## src/rtl/bitfield_insert_unit.sv

```systemverilog
module bitfield_insert_unit #(
  parameter bit OUT_REG = 1'b1
) (
  input  logic        clk,
  input  logic        rst,
  input  logic        in_valid,
  input  logic [31:0] instr,
  input  logic [31:0] rt_val,
  input  logic [31:0] rs_val,
  input  logic [31:0] ctrl_reg,
  input  logic        unit_en,
  output logic        out_valid,
  output logic [31:0] result,
  output logic        wr_en,
  output logic [4:0]  wr_idx,
  output logic        exc_disabled,
  output logic        exc_reserved,
  output logic        params_bad
);

  localparam logic [5:0] MAJOR = 6'b001000;
  localparam logic [6:0] MINOR = 7'b0100000;
  localparam logic [8:0] TAIL  = 9'b100_111_111;

  wire [5:0] pos  = ctrl_reg[5:0];
  wire [5:0] size = ctrl_reg[12:7];
  wire [6:0] top  = {1'b0, pos} + {1'b0, size};
  wire       unused_bits = ^{ctrl_reg[31:13], ctrl_reg[6], instr[20:16]};

  logic [31:0] k_lo;
  logic [32:0] k_hi;

  for (genvar i = 0; i < 32; i++) begin : g_lo
    assign k_lo[i] = (pos == 6'(i));
  end
  for (genvar i = 0; i < 33; i++) begin : g_hi
    assign k_hi[i] = (top == 7'(i));
  end

  wire [31:0] mask    = k_hi[31:0] - k_lo;
  wire [31:0] shifted = rs_val << pos;
  wire [31:0] merged  = (shifted & mask) | (rt_val & ~mask);

  wire is_op = (instr[31:26] == MAJOR) && (instr[15:9] == MINOR) && (instr[8:0] == TAIL);
  wire legal = (pos < 6'd32) && (size != 6'd0) && (size <= 6'd32) && (top <= 7'd32);

  wire c_wr  = in_valid & is_op & unit_en;
  wire c_dis = in_valid & is_op & ~unit_en;
  wire c_res = in_valid & ~is_op;
  wire c_bad = in_valid & is_op & ~legal;

  if (OUT_REG) begin : g_reg
    always_ff @(posedge clk) begin
      if (rst) begin
        out_valid    <= 1'b0;
        wr_en        <= 1'b0;
        exc_disabled <= 1'b0;
        exc_reserved <= 1'b0;
        params_bad   <= 1'b0;
      end else begin
        out_valid    <= in_valid;
        wr_en        <= c_wr;
        exc_disabled <= c_dis;
        exc_reserved <= c_res;
        params_bad   <= c_bad;
      end
      result <= merged;
      wr_idx <= instr[25:21];
    end
  end else begin : g_comb
    assign out_valid    = in_valid;
    assign wr_en        = c_wr;
    assign exc_disabled = c_dis;
    assign exc_reserved = c_res;
    assign params_bad   = c_bad;
    assign result       = merged;
    assign wr_idx       = instr[25:21];
  end


  keep_high_chk: assert property (@(posedge clk) disable iff (rst)
    (c_wr && legal) |-> ((merged >> top) == (rt_val >> top)));

  keep_low_chk: assert property (@(posedge clk) disable iff (rst)
    (c_wr && legal) |-> (((merged ^ rt_val) & ((32'd1 << pos) - 32'd1)) == 32'd0));

  field_chk: assert property (@(posedge clk) disable iff (rst)
    (c_wr && legal) |-> ((((merged >> pos) ^ rs_val) & (32'hFFFF_FFFF >> (6'd32 - size))) == 32'd0));

  full_word_chk: assert property (@(posedge clk) disable iff (rst)
    (c_wr && pos == 6'd0 && size == 6'd32) |-> (merged == rs_val));

  one_outcome_chk: assert property (@(posedge clk) disable iff (rst)
    $onehot0({wr_en, exc_disabled, exc_reserved}));

  outcome_valid_chk: assert property (@(posedge clk) disable iff (rst)
    (wr_en || exc_disabled || exc_reserved || params_bad) |-> out_valid);

endmodule

```

## config.mk

```make
export PLATFORM = sky130hd
export DESIGN_NAME = bitfield_insert_unit
export DESIGN_NICKNAME = d
export VERILOG_FILES = /design/src/rtl/bitfield_insert_unit.sv
export SDC_FILE = /design/constraint.sdc
export NUM_CORES = 1
export LEC_CHECK = 0
export ABC_AREA = 1
export CAP_MARGIN = 20
export CORE_ASPECT_RATIO = 0.9
export CORE_MARGIN = 3
export CORE_UTILIZATION = 60
export CTS_CLUSTER_SIZE = 40
export DETAILED_ROUTE_END_ITERATION = 10
export DONT_BUFFER_PORTS = 1
export GPL_TIMING_DRIVEN = 1
export PLACE_DENSITY = 0.76
export SLEW_MARGIN = 15
export SYNTH_ARGS = -nofsm -noshare
export SYNTH_HDL_FRONTEND = slang
export SYNTH_SLANG_ARGS = --single-unit
export TNS_END_PERCENT = 30
```

## constraint.sdc

```tcl
create_clock -name clk -period 3.04 [get_ports clk]
set_input_delay 0.152 -clock clk [delete_from_list [all_inputs] [get_ports clk]]
set_output_delay 0.152 -clock clk [all_outputs]
set_load 0.02 [all_outputs]
```

After elaboration in Yosys (flattened, before gate mapping)

Cells that the tools add are included.

Output and inout bits: 42
Flip-flop bits (word level): 42
Logic and storage cells: 98

Magnitude comparators: 3
Shift-type cells: 1
Add/sub/neg operators: 2
Reductions and logical operators: 8
Equality and inequality tests: 65
Bitwise logic cells: 12

Operators with widths:

| kind                                                 | number |
|---|---|
| equality test 7 x 5 -> 1 bit (second input constant) | 16 |
| equality test 6 x 5 -> 1 bit (second input constant) | 16 |
| AND 32 bit                                           | 2 |
| equality test 7 x 4 -> 1 bit (second input constant) | 8 |
| equality test 6 x 4 -> 1 bit (second input constant) | 9 |
| NOT 32 bit                                           | 1 |
| OR 32 bit                                            | 1 |
| left shift 32 x 6 -> 32 bit                          | 1 |
| subtractor 32 bit                                    | 1 |
| equality test 7 x 3 -> 1 bit (second input constant) | 4 |
| equality test 6 x 3 -> 1 bit (second input constant) | 4 |
| equality test 7 x 2 -> 1 bit (second input constant) | 2 |
| equality test 6 x 2 -> 1 bit (second input constant) | 2 |
| equality test 9 bit (second input constant)          | 1 |
| adder 6 x 6 -> 7 bit                                 | 1 |
| equality test 7 x 1 -> 1 bit (second input constant) | 1 |
| equality test 7 x 6 -> 1 bit (second input constant) | 1 |
| <= comparator 7 x 6 -> 1 bit (second input constant) | 1 |
| zero test 7 bit                                      | 1 |
| equality test 6 x 1 -> 1 bit (second input constant) | 1 |
| <= comparator 6 bit (second input constant)          | 1 |
| zero test 6 bit                                      | 1 |
| less-than comparator 6 bit (second input constant)   | 1 |
| nonzero test 6 bit                                   | 1 |
| other kinds (3)                                      | 13 |

Longest topological paths before layout

Depth after elaboration: 6
Mapped depth: 25
Gate-level depth less buffers: 25

Worst setup path before layout

Ideal clock, no wire load.

Path kind: input to register
From: in ctrl_reg[0]
To: reg result[19]
Data required time: 2.927 ns
Cell stages on the path: 21
Arrival time: 2.955 ns
Setup slack: -0.028 ns
Path buffers: 1
Setup time: 0.113 ns
Cells stage by stage: ha_1 > fa_1 > nor3b_1 > nor2_1 > nand3_1 > nor2_1 > inv_1 > buf_2 > nor2_1 > ha_1 > nand3_1 > nand3_2 > nand2_1 > nand2_1 > nand2_1 > nand2_1 > nand2_1 > nand2_1 > or2_2 > nand3_1 > nand2_1

Longest elaborated chain between the ends: 6
Elaborated cells between the ends (all ways): 47

Ends and longest elaborated chain:

| element                                                    | RTL line | RTL |
|---|---|---|
| from (decl)                                                | 10       | `input logic [31:0] ctrl_reg,` |
| adder 6 x 6 -> 7 bit                                       | 27       | `wire [6:0] top = {1'b0, pos} + {1'b0, size};` |
| equality test 7 x 1 -> 1 bit, or another cell as far along | 37       | `assign k_hi[i] = (top == 7'(i));` |
| subtractor 32 bit                                          | 40       | `wire [31:0] mask = k_hi[31:0] - k_lo;` |
| NOT 32 bit                                                 | 42       | `wire [31:0] merged = (shifted & mask) \| (rt_val & ~mask);` |
| AND 32 bit                                                 | 42       |  |
| OR 32 bit (*)                                              | 42       |  |
| net merged[19]                                             | 42       |  |
| to (signal assigned)                                       | 67       | `result <= merged;` |
| to (decl)                                                  | 13       | `output logic [31:0] result,` |

The timed path passes the listed nets; every way through them passes the cells marked *.
A chain may end at the register's enable or synchronous reset.

Worst setup path in the final report

From: in ctrl_reg[0]
To: reg result[25]

Same word-level chain as after synthesis.

==> results by group <==
Layout
  – Area added between synthesis and finish: 27.1%
  – ANT cells: 0
  – Fin area: 0.00729 mm²
  – Cell Count, Final, Fillers Out: 1287
  – Share of layout cells above drive strength 1: 17.3%
  – Fillers: 749
  – Final nets: 1336

Power and ir drop
  – Power per cell area: 390 mW/mm²
  – Static Leak: 3.79 nW
  – Peak VDD IR: 0.000297 V

Synthesis
  – Netlist cell types: 48
  – Post-Syn Instances: 1040
  – Synth Register Bits: 42
  – Syn Nets: 1212
  – Most used flip-flop cell after synthesis: dfxtp_1
  – Biggest area consumer among synthesized cells: nand2_1
  – FFs w/ async S/R, synth: 0%
  – Most common cell in the netlist: nand2_1
  – Post-Syn Area: 0.00573 mm²
  – Seq/Total Area, Yosys: 14.7%
  – Ranking of synthesized cells by area: nand2_1 (23%), dfxtp_1 (15%), nand3_1 (12%)
  – Post-synth EDFFs: 0
  – Post-synth top cells: nand2_1 (359), nand3_1 (142), nor2_1 (108)
  – Yosys warns: 0
  – Mean Syn Cell Area: 5.51 µm²
  – Post-synth top area share: 23.5%

Setup path
  – Kind of critical path: in2reg
  – Max incr delay on CP: 0.35 ns
  – Required @ worst endpoint: 3.27 ns
  – WP data arrival: 3.16 ns
  – Crit path launch type: input pin
  – Most frequent CP cell: nand2_1
  – Largest fanout on the critical path: 37
  – Setup crit end kind: flip-flop
  – Cells along the critical path: ha_1 > fa_2 > nor3b_1 > nor2_1 > nand3_1 > nor2_2 > inv_2 > nor3_1 > ha_1 > nand2_1 > inv_1 > nand2_1 > inv_1 > a21oi_2 > buf_4 > o21a_1 > nand2_1 > nand2_1 > nand2_1 > nand2_1 > nand2_1
  – Crit path max-delay cell type: fa_2

STA
  – Peak Freq: 0.341 GHz
  – Final Hold Vio Count: 0
  – Slew Limit Fails: 0
  – Tightest Pin Transition: 0.442 ns
  – Final period util: 96.4%
  – Final setup fails: 0
  – Final WS setup: 0.109 ns
  – Rel. slew slack: 70.3%
  – Minimum clock period: 2.93 ns
  – RSZ-0062 raised after global routing: true

Clocking
  – Deepest clock path buffer count: 2
  – Clock tree sinks: 42
  – CTS tree: built
  – Cell chosen for the clock root: clkbuf_8
  – CTS H-tree depth: 2
  – CTS Buf Count: 5
  – Clk pin slew, worst setup/hold paths: 0.11 ns

GRT
  – Initial antenna violation count: 0
  – Largest net degree at the start of global routing: 40
  – GRT overflow: 0
  – Vias in the first global route: 6924
  – All-Layer GR Usage: 38.8%
  – First-pass GRT wire length: 33200 µm

Placed design
  – Placed Cells: 1240
  – GP Congestion: 1.02
  – Placed cell area: 0.00655 mm²
  – Place WS: -0.331 ns
  – Post-DP HPWL: 16600 µm
  – I/O Buffers: 0

Die
  – Row count: 33
  – Die area: 0.0108 mm²
  – Die H: 98.7 µm
  – Die width: 109 µm
  – Initial core utilization: 62.3%
  – I/O pins: 174
  – Core Region: 0.00921 mm²

Worst hold path
  – Hold EP: params_bad
  – Worst hold stages: 2
  – Worst hold path type: in2reg
  – Min-delay src: ctrl_reg[5]

Route
  – DR pass1 iterations: 9
  – Initial drt markers: 1044
  – Vias per inst: 5.91
  – Drt wl/cell: 16.8 µm
  – Antenna-violating nets left: 0
  – Residual DRC: 0
  – DR vias: 7606
  – WL final: 21600 µm

Flow run
  – Max-cap violations: 0

Status
  – Status: completed
## how the worst max path moves through the flow
stage | startpoint | to
floorplan | ctrl_reg[0] | result[19]
global placement | ctrl_reg[0] | result[19]
detailed placement | ctrl_reg[0] | result[31]
CTS | ctrl_reg[0] | result[31]
global route | ctrl_reg[0] | result[27]
finish | ctrl_reg[0] | result[25]
## final cells by class
cell class	count	area (µm²)	area share, %
sequential	42	841	11.5
multi-input combinational	879	4650	63.7
clock buffer	5	68.8	0.944
timing repair inverter	1	7.51	0.103
clock inverter	3	48.8	0.669
tap	122	153	2.09
timing repair buffer	148	1190	16.4
inverter	87	332	4.55
## per-stage QoR
step | TNS, ns | power, mW | hold slack (ns) | utilization [%]
after global placement | -2.86 | 2.13 | 0.180 | 71.1
final | 0 | 2.84 | 0.00379 | 79.2
after CTS | 0 | 2.70 | 0.00495 | 76.0
after floorplan | 0 | 1.77 | 0.180 | -
after global routing | -0.353 | 3.02 | 0.00856 | 79.2
after detailed placement | -4.72 | 2.16 | 0.180 | 71.1
## flip-flops by register name (all words and copies together) (netlist names)
name          cells
params_bad        1
result           32
wr_idx            5
exc_disabled      1
exc_reserved      1
out_valid         1
wr_en             1
## cells in the final DEF, fill, tap and decap left out, types with 7 or more instances in the layout
| cell type | count |
|---|---|
| nand2_1 | 352 |
| o21ai_0 | 45 |
| nand4_1 | 8 |
| nor2_2 | 15 |
| a21oi_2 | 14 |
| inv_1 | 81 |
| a21oi_1 | 42 |
| nor3_1 | 11 |
| or2_2 | 7 |
| buf_4 | 115 |
| nor2_1 | 92 |
| xor2_1 | 10 |
| dlygate4sd3_1 | 33 |
| dfxtp_1 | 42 |
| ha_1 | 33 |
| nand2_2 | 7 |
| o21ai_1 | 21 |
| nand3_1 | 140 |
| nand3b_1 | 8 |
## worst max-delay path: cells and delay by family
kind / cells / cell delay [ns]
adder cells (fa/ha/maj): 3 / 0.89
AND/OR/NAND/NOR: 12 / 1.40
buffers and inverters: 4 / 0.39
AO/OA/AOI/OAI: 2 / 0.31
## per-layer routing
layer / vias to the layer above / wire (µm) / global-route usage [%]
met1: 3364 / 8570 / 51.6
met3: 46 / 2800 / 10.2
li1: 3678 / - / -
met5: - / 0 / 0
met2: 518 / 9620 / 60.5
met4: 0 / 648 / 13.3
## power breakdown
group / internal, mW / switching, mW
clock network: 0.251 / 0.266
logic: 0.574 / 0.882
registers: 0.673 / 0.196
## logic make-up (layout without fill, tap and decap cells)
group / after synthesis / in the layout / synth area share (%)
XOR/XNOR: 17 / 17 / 2.60
buffers and inverters: 119 / 244 / 8.79
adder cells (fa/ha/maj): 40 / 40 / 8.99
multiplexers: 2 / 2 / 0.349
AO/OA/AOI/OAI: 149 / 149 / 14.3
AND/OR/NAND/NOR: 671 / 671 / 50.3
flip-flops: 42 / 42 / 14.7
## what timing repair did
action                                  4_1_cts  5_1_grt
endpoints found under the hold margin        34        0
setup buffers                                 0        5
resized for setup                             0       61
endpoints found under the setup margin        0       25
hold buffers                                 33        0
Power figures use the tool's default switching activity.
